===== config.mk =====
export PLATFORM = sky130hd
export DESIGN_NAME = flag_counter_bank
export DESIGN_NICKNAME = d
export VERILOG_FILES = /design/src/rtl/flag_cnt_pkg.sv /design/src/rtl/step_decode.sv /design/src/rtl/wrap_counter.sv /design/src/rtl/flag_counter_bank.sv
export SDC_FILE = /design/constraint.sdc
export NUM_CORES = 1
export LEC_CHECK = 0
export BUFFER_PORTS_ARGS = -buffer_cell sky130_fd_sc_hd__buf_2
export CORE_MARGIN = 4
export CORE_UTILIZATION = 57
export CTS_CLUSTER_DIAMETER = 80
export DETAILED_ROUTE_END_ITERATION = 10
export PLACE_DENSITY = 0.88
export SYNTH_ARGS = -nofsm -noshare
export SYNTH_HDL_FRONTEND = slang
export SYNTH_SLANG_ARGS = --single-unit

===== constraint.sdc =====
create_clock -name clk -period 3.81 [get_ports clk]
set_input_delay 0.1905 -clock clk [delete_from_list [all_inputs] [get_ports clk]]
set_output_delay 0.1905 -clock clk [all_outputs]
set_load 0.03 [all_outputs]

===== src/rtl/flag_cnt_pkg.sv =====
// Package flag_cnt_pkg
// Shared types for the counter bank: the per-event step direction and the
// counting rule that a slot of the bank follows.
package flag_cnt_pkg;

    // Direction applied to one counter on one update event.
    typedef enum logic [1:0] {
        STEP_HOLD = 2'd0,
        STEP_UP   = 2'd1,
        STEP_DOWN = 2'd2
    } step_t;

    // Rule that maps the two flags onto a step.
    typedef enum logic [1:0] {
        MODE_UP     = 2'd0,
        MODE_UPDOWN = 2'd1,
        MODE_DOWN   = 2'd2
    } cnt_mode_t;

endpackage


===== src/rtl/step_decode.sv =====
// Module step_decode
// Purely combinational. Turns the up/down flags of the state being entered
// into a step for one counter, following the rule chosen by MODE.
// Assumes the flags are only meaningful together with the update strobe,
// which is qualified elsewhere.
module step_decode
    import flag_cnt_pkg::*;
#(
    parameter cnt_mode_t MODE = MODE_UP
) (
    input  logic  flag_up,
    input  logic  flag_dn,
    output step_t step
);

    generate
        if (MODE == MODE_UP) begin : g_up
            // Count up whenever the up flag is set.
            always_comb step = flag_up ? STEP_UP : STEP_HOLD;
        end else if (MODE == MODE_DOWN) begin : g_down
            // Count down whenever the down flag is set.
            always_comb step = flag_dn ? STEP_DOWN : STEP_HOLD;
        end else begin : g_updown
            // Up or down from one flag; both flags cancel each other.
            always_comb begin
                unique case ({flag_up, flag_dn})
                    2'b10:   step = STEP_UP;
                    2'b01:   step = STEP_DOWN;
                    default: step = STEP_HOLD;
                endcase
            end
        end
    endgenerate

endmodule


===== src/rtl/wrap_counter.sv =====
// Module wrap_counter
// One W-bit register that steps by one in either direction and wraps modulo
// 2^W. Clear has priority over a step. Assumes `advance` is already
// qualified by the update strobe and the counter's enable.
module wrap_counter
    import flag_cnt_pkg::*;
#(
    parameter int W = 16
) (
    input  logic         clk,
    input  logic         rst_n,
    input  logic         clear,
    input  logic         advance,
    input  step_t        step,
    output logic [W-1:0] value
);

    localparam logic [W-1:0] ONE = {{(W-1){1'b0}}, 1'b1};

    // Register update: reset/clear first, then the step of this event.
    always_ff @(posedge clk) begin
        if (!rst_n || clear) begin
            value <= '0;
        end else if (advance) begin
            unique case (step)
                STEP_UP:   value <= value + ONE;
                STEP_DOWN: value <= value - ONE;
                default:   value <= value;
            endcase
        end
    end

    // a clear leaves the register at zero.
    p_clear_zero_r9: assert property (@(posedge clk) disable iff (!rst_n)
        clear |=> value == '0);

    // without an event or clear the value is frozen.
    p_hold_idle_r7: assert property (@(posedge clk) disable iff (!rst_n)
        (!advance && !clear) |=> $stable(value));

    // an up step adds exactly one, wrapping at the top.
    p_up_one_r6: assert property (@(posedge clk) disable iff (!rst_n)
        (advance && !clear && step == STEP_UP) |=> value == W'($past(value) + ONE));

    // a down step subtracts exactly one, wrapping at zero.
    p_down_one_r6: assert property (@(posedge clk) disable iff (!rst_n)
        (advance && !clear && step == STEP_DOWN) |=> value == W'($past(value) - ONE));

endmodule


===== src/rtl/flag_counter_bank.sv =====
// Module flag_counter_bank
// Three counters stepped by state-update events. Slot 0 counts up-flag
// events, slot 1 counts up minus down, slot 2 counts down-flag events.
// Assumes upd_strobe is a one-cycle pulse per update (a repeat of the same
// state is a new pulse) and that the flags are valid in the strobe cycle.
module flag_counter_bank
    import flag_cnt_pkg::*;
#(
    parameter int CNT_W = 16
) (
    input  logic             clk,
    input  logic             rst_n,
    input  logic             bank_en,
    input  logic             upd_strobe,
    input  logic             flag_up,
    input  logic             flag_dn,
    input  logic [2:0]       cnt_en,
    input  logic [2:0]       cnt_clr,
    output logic [CNT_W-1:0] cnt_a,
    output logic [CNT_W-1:0] cnt_b,
    output logic [CNT_W-1:0] cnt_c
);

    localparam int NUM_CNT = 3;

    logic [CNT_W-1:0] vals [NUM_CNT];

    generate
        for (genvar i = 0; i < NUM_CNT; i++) begin : g_slot
            localparam cnt_mode_t SLOT_MODE =
                (i == 0) ? MODE_UP : ((i == 1) ? MODE_UPDOWN : MODE_DOWN);

            step_t slot_step;
            logic  slot_clear;
            logic  slot_adv;

            // Clear from the global enable or the slot's own clear bit.
            always_comb slot_clear = !bank_en || cnt_clr[i];
            // An event counts only in a strobe cycle with the slot enabled.
            always_comb slot_adv = upd_strobe && cnt_en[i];

            step_decode #(.MODE(SLOT_MODE)) u_dec (
                .flag_up (flag_up),
                .flag_dn (flag_dn),
                .step    (slot_step)
            );

            wrap_counter #(.W(CNT_W)) u_cnt (
                .clk     (clk),
                .rst_n   (rst_n),
                .clear   (slot_clear),
                .advance (slot_adv),
                .step    (slot_step),
                .value   (vals[i])
            );
        end
    endgenerate

    // Expose the registered counter values.
    assign cnt_a = vals[0];
    assign cnt_b = vals[1];
    assign cnt_c = vals[2];

    // a low global enable zeroes the whole bank.
    p_bank_off_zero_r10: assert property (@(posedge clk) disable iff (!rst_n)
        !bank_en |=> (cnt_a == '0 && cnt_b == '0 && cnt_c == '0));

    // both flags together leave counter B unchanged.
    p_cancel_hold_r4: assert property (@(posedge clk) disable iff (!rst_n)
        (bank_en && !cnt_clr[1] && upd_strobe && flag_up && flag_dn) |=> $stable(cnt_b));

    // counter A never moves downward unless cleared.
    p_a_no_down_r2: assert property (@(posedge clk) disable iff (!rst_n)
        (bank_en && !cnt_clr[0] && !flag_up) |=> $stable(cnt_a));

    // counter C never moves upward unless cleared.
    p_c_no_up_r5: assert property (@(posedge clk) disable iff (!rst_n)
        (bank_en && !cnt_clr[2] && !flag_dn) |=> $stable(cnt_c));

    // a disabled slot ignores a strobe.
    p_b_disabled_r8: assert property (@(posedge clk) disable iff (!rst_n)
        (bank_en && !cnt_clr[1] && !cnt_en[1]) |=> $stable(cnt_b));

endmodule


---- Word level (Yosys, flattened, before mapping) ----
Cells that the tools add are included.
operators by class
  $add $sub $neg .......................... 6
  equal/unequal tests ..................... 8
  multiplexer cells ....................... 6
  reduce and logical (&&, ||, !) cells .... 17
operators by type and width
  kind                                                  number
  case mux 16 bit (2 select lines)                      3
  adder 16 x 1 -> 16 bit (second input constant)        3
  subtractor 16 x 1 -> 16 bit (second input constant)   3
  equality test 2 x 1 -> 1 bit (second input constant)  3
  equality test 2 bit (second input constant)           3
  logical OR 1 bit                                      6
  AND reduction 2 bit                                   3
  nonzero test 2 bit                                    3
  case mux 2 bit (2 select lines)                       1
  logical AND 1 bit                                     3
  equality test 1 x 2 -> 1 bit (second input constant)  1
  zero test 1 bit                                       2
  two-way mux 2 bit                                     1
  equality test 1 bit (second input constant)           1
  two-way mux 1 bit                                     1
word-level totals
  flip-flop bits (word level) ............. 48
  bits of input ports ..................... 12
  output and inout port bits .............. 48
  logic and storage cells ................. 40

---- Longest topological paths before layout ----
  word-level depth ........................ 5
  mapped depth ............................ 14
  depth with buffers taken out ............ 10

---- Hierarchy ----
From an unflattened synthesis, not the netlist that was laid out.
unflattened totals
  cell total of the unflattened synthesis .. 700
  area, all modules ....................... 5,147.4 sq um
modules (own cells, without submodules)
  module                               times used  cells an instance  area each (sq um)  seq. area each (sq um)
  wrap_counter at g_slot[0].u_cnt ...  2           231                1,680.4            320.3
  wrap_counter at g_slot[2].u_cnt      1           224                1,696.6            320.3
  flag_counter_bank                    1           6                  37.5               0.0
  step_decode at g_slot[0].u_dec ...   2           3                  18.8               0.0
  step_decode at g_slot[1].u_dec       1           2                  15.0               0.0

---- Least setup slack after synthesis ----
No wires, ideal clock.
  path kind ............................... input-to-reg
  start ................................... input flag_up
  end ..................................... register g_slot[1].u_cnt.value[8]
  setup time .............................. 0.071 ns
  data arrival time ....................... 3.002 ns
  required time ........................... 3.739 ns
  slack ................................... 0.738 ns
  cell stages on the path ................. 14
  buffers on the path ..................... 4
  path through ............................ inv_1 -> ha_1 -> buf_2 -> buf_4 -> clkbuf_1 -> buf_1 -> xor2_1 -> ha_1 -> or3_1 -> a21oi_1 -> o32ai_2 -> xnor2_1 -> or3_1 -> a21oi_1
on the way
  longest elaborated chain between the ends .. 5
  elaborated cells between the ends (all ways) .. 8
  those cells by class .................... eq/ne (4); mux (2); reduce/logical (2)
ends and longest elaborated chain
  what                                                                 line                     RTL
  from (decl)                                                          flag_counter_bank.sv:15  input logic flag_up,
  equality test 2 x 1 -> 1 bit or equality test 2 bit (tied branches)  step_decode.sv:26        unique case ({flag_up, flag_dn})
  case mux 2 bit (2 select lines) *                                    step_decode.sv:26
  equality test 2 x 1 -> 1 bit or equality test 2 bit (tied branches)  wrap_counter.sv:25       unique case (step)
  nonzero test 2 bit (no line)                                         n/a
  AND reduction 2 bit (no line)                                        n/a
  to (signal assigned)                                                 wrap_counter.sv:26       STEP_UP: value <= value + ONE;
  to (signal assigned)                                                 wrap_counter.sv:27       STEP_DOWN: value <= value - ONE;
  to (signal assigned)                                                 wrap_counter.sv:28       default: value <= value;
  to (decl)                                                            wrap_counter.sv:15       output logic [W-1:0] value
Mark *: on every way between the ends. The rest lies on a longest branch, timed or not.
A chain may end at the register's enable or synchronous reset.

---- Worst setup path after layout ----
  start ................................... input flag_dn
  end ..................................... register g_slot[1].u_cnt.value[11]
on the way
  longest elaborated chain between the ends .. 5
  elaborated cells between the ends (all ways) .. 8
  those cells by class .................... eq/ne (4); mux (2); reduce/logical (2)
ends and longest elaborated chain
  what                                                                 line                     RTL
  from (decl)                                                          flag_counter_bank.sv:16  input logic flag_dn,
  equality test 2 x 1 -> 1 bit or equality test 2 bit (tied branches)  step_decode.sv:26
  case mux 2 bit (2 select lines) *                                    step_decode.sv:26
  equality test 2 x 1 -> 1 bit or equality test 2 bit (tied branches)  wrap_counter.sv:25
  nonzero test 2 bit (no line)                                         n/a
  AND reduction 2 bit (no line)                                        n/a
Marked as above.

==> flow_metrics.tcl <==
set metrics [dict create \
    clock-sinks 48 \
    end_kind "flip-flop" \
    finalNetCount 530 \
    place_congestion 0.914 \
    die_h_um 86.7 \
    clockBufferDepth 2 \
    place_hpwl_um 6680 \
    critPathMaxStageDelay_ns 0.37 \
    yosys.cell_types.count 63 \
    setup_tns_ns 0 \
    async_flop_share 0 \
    period_minus_slack_ns 2.71 \
    port_buffers 59 \
    ys_seq_elements 48 \
    first_global_vias 3402 \
    slowest_stage "buf_2" \
    io_pins 60 \
    largest_registers "g_slot.u_cnt.value (48)" \
    netlist_top_cells_area "dfxtp_1 27%, ha_1 6.4%, nor2_1 5.0%" \
    p_comb_frac 0.119 \
    path_delay_family "compound AO/OA/AOI/OAI gates" \
    hp-class "in2reg" \
    post_drt_wl_per_cell_um 15.9 \
    cp.arrival_ns 2.95 \
    antenna_found_initial 0 \
    drt-initial-drc-count 322 \
    post_cts_resize_count 0 \
    critical_path.max_fanout 37 \
    tightest_slew_ns 0.648 \
    cts_tree "built" \
    cp_num_cells 9 \
    post-synth-top-area-fraction 0.272 \
    seqCellArea_um2 961 \
    dp.cells 567 \
    num_vias 3654 \
    core-area_um2 5960 \
    fmax_mhz 369 \
    power_switching_mw 0.270 \
    required_ns 4.05 \
    relSlewSlack 0.568 \
    regMostFlops "g_slot.u_cnt.value" \
    synth_edf_count 0 \
    layout_common_cells "59 x buf_2, 48 x dfxtp_1, 47 x nor2_1, 46 x nand2_1, 35 x a21oi_1" \
    powerDensity_nw_per_um2 258 \
    synthCells 459 \
    p_seq_frac 0.501 \
    multi_input_area_um2 2420 \
    fin_crit_sh 0.712 \
    synth_top_area_cell "dfxtp_1" \
    wirelength_um 9170 \
    grt_pass1_wl_um 15100 \
    rr_worst_depth 7 \
    max_cap_viol_count 0 \
    diodes 0 \
    clkLatencyLatePin_ns 0.31 \
    synth_area_per_cell_um2 7.68 \
    synth_seq_area_share 0.272 \
    switching_share 0.267 \
    hold_viol_final 0 \
    cts-root-buf "clkbuf_8" \
    cts_hold_buf 0 \
    drive_above_1_share 0.154 \
    first_pass_iters 5 \
    initial_core_util 0.592 \
    h-tree-depth 2 \
    postCtsSetupRepairBufs 0 \
    largest_reg_flops 48 \
    cp_cell_sequence "buf_2 -> ha_1 -> buf_4 -> and3b_1 -> o21ai_0 -> a21oi_1 -> o311a_1 -> o31ai_1 -> mux2i_1" \
    ant_nets 0 \
    hold_ws_ns 0.227 \
    track_usage 0.242 \
    cp_num_buf_inv 2 \
    route.detailed.drc 0 \
    startpoint_type "input port" \
    total_power_mw 1.01 \
    internal_power_mw 0.743 \
    yosysWarnings 0 \
    stdcell_count 575 \
    power.share.clock 0.380 \
    rsz0062_at_grt "false" \
    fp.dieW_um 86.7 \
    finalSetupViolCount 0 \
    path_clk_slew_ns 0.09 \
    hold_depth 3 \
    fillers 534 \
    leakage_nw 1.60 \
    layout_commonest_cell "buf_2" \
    vdd_drop_max_mv 0.213 \
    synth_area_um2 3530 \
    grt_overflow 0 \
    cts_buffers 5 \
    status "finished, final reports clean" \
    drv_slew 0 \
    syn_nets 490 \
    crit_type "in2reg" \
    rows 28 \
    skew_ns 0.0126 \
    die_area_um2 7510 \
    via_per_inst 6.35 \
    synth_ff_type "dfxtp_1" \
    area_delta_synth_final_pct 11.3 \
    grt_max_degree 38 \
]
synth_stat cells (all sizes together) (3+ instances only):
| cell type | n |
|---|---|
| a31oi | 6 |
| and2 | 5 |
| o31ai | 5 |
| buf | 4 |
| or2 | 4 |
| a21oi | 35 |
| xnor2 | 15 |
| nand4 | 6 |
| ha | 18 |
| or3 | 17 |
| o32ai | 3 |
| inv | 9 |
| a211oi | 11 |
| clkbuf | 23 |
| o21ai | 31 |
| and3 | 9 |
| xor2 | 11 |
| o21a | 6 |
| nand2 | 46 |
| a22oi | 3 |
| mux2i | 9 |
| nand3 | 14 |
| nor2b | 3 |
| nor4 | 6 |
| nor2 | 47 |
| nor3b | 4 |
| or4 | 6 |
| dfxtp | 48 |
| nor3 | 8 |
| a32oi | 6 |
| a21o | 5 |
| o21bai | 3 |
logic make-up after synthesis:
kind of cell	count (synthesis)	synth area share
buffers and inverters	36	0.0419
muxes	9	0.0255
xor gates and xnor gates	26	0.0646
AOI/OAI and AO/OA	137	0.262
adders and majority gates	19	0.0695
and+or+nand+nor	184	0.264
DFF	48	0.272
metrics by stage:
stage	setup slack (ns)	utilization	area (um^2)
6_report	1.10	0.659	3930
5_1_grt	0.996	0.659	3930
4_1_cts	1.18	0.659	3930
3_5_place_dp	0.943	0.640	3810
3_3_place_gp	1.02	0.640	3810
2_1_floorplan	0.738	-	3530
layer usage:
metal | part of all wire | vias up | wire length, um | GRT usage
met5 | 0 | - | 0 | 0
met4 | 0.024 | 0 | 216 | 0.102
met3 | 0.059 | 25 | 538 | 0.0418
met2 | 0.50 | 144 | 4610 | 0.434
met1 | 0.41 | 1713 | 3800 | 0.283
li1 | - | 1772 | - | -
power groups by stage:
stage	Combinational [mW]	Sequential [mW]	Clock, mW
2_1_floorplan	0.0839	0.522	0
3_3_place_gp	0.113	0.519	0
3_5_place_dp	0.118	0.519	0
4_1_cts	0.118	0.507	0.392
5_1_grt	0.132	0.508	0.411
6_report	0.120	0.507	0.385
path summary, 6_finish.rpt:
| kind | start | endpoint | slack [ns] |
|---|---|---|---|
| worst max register to register | g_slot[2].u_cnt.value[1] | g_slot[2].u_cnt.value[15] | 1.23 |
| worst min-delay path | cnt_clr[1] | g_slot[1].u_cnt.value[15] | 0.23 |
| worst min register to register | g_slot[2].u_cnt.value[6] | g_slot[2].u_cnt.value[6] | 0.48 |
| worst max-delay path | flag_dn | g_slot[1].u_cnt.value[11] | 1.10 |
worst register-to-register path: cells and delay by family, from the launching register on:
family          cells  cell delay (ns)
compound gates      5             1.40
fa+ha+maj           1             0.27
flops               1             0.40
simple gates        1             0.44
layout make-up:
cell class	count	share of cell area
flip-flops and latches	48	0.245
multi-input cells	375	0.616
clock buffers	5	0.0175
well taps	75	0.0239
repair buffers	60	0.0771
inverters	9	0.00860
clock inverters	3	0.0121
Power figures use the tool's default switching activity.
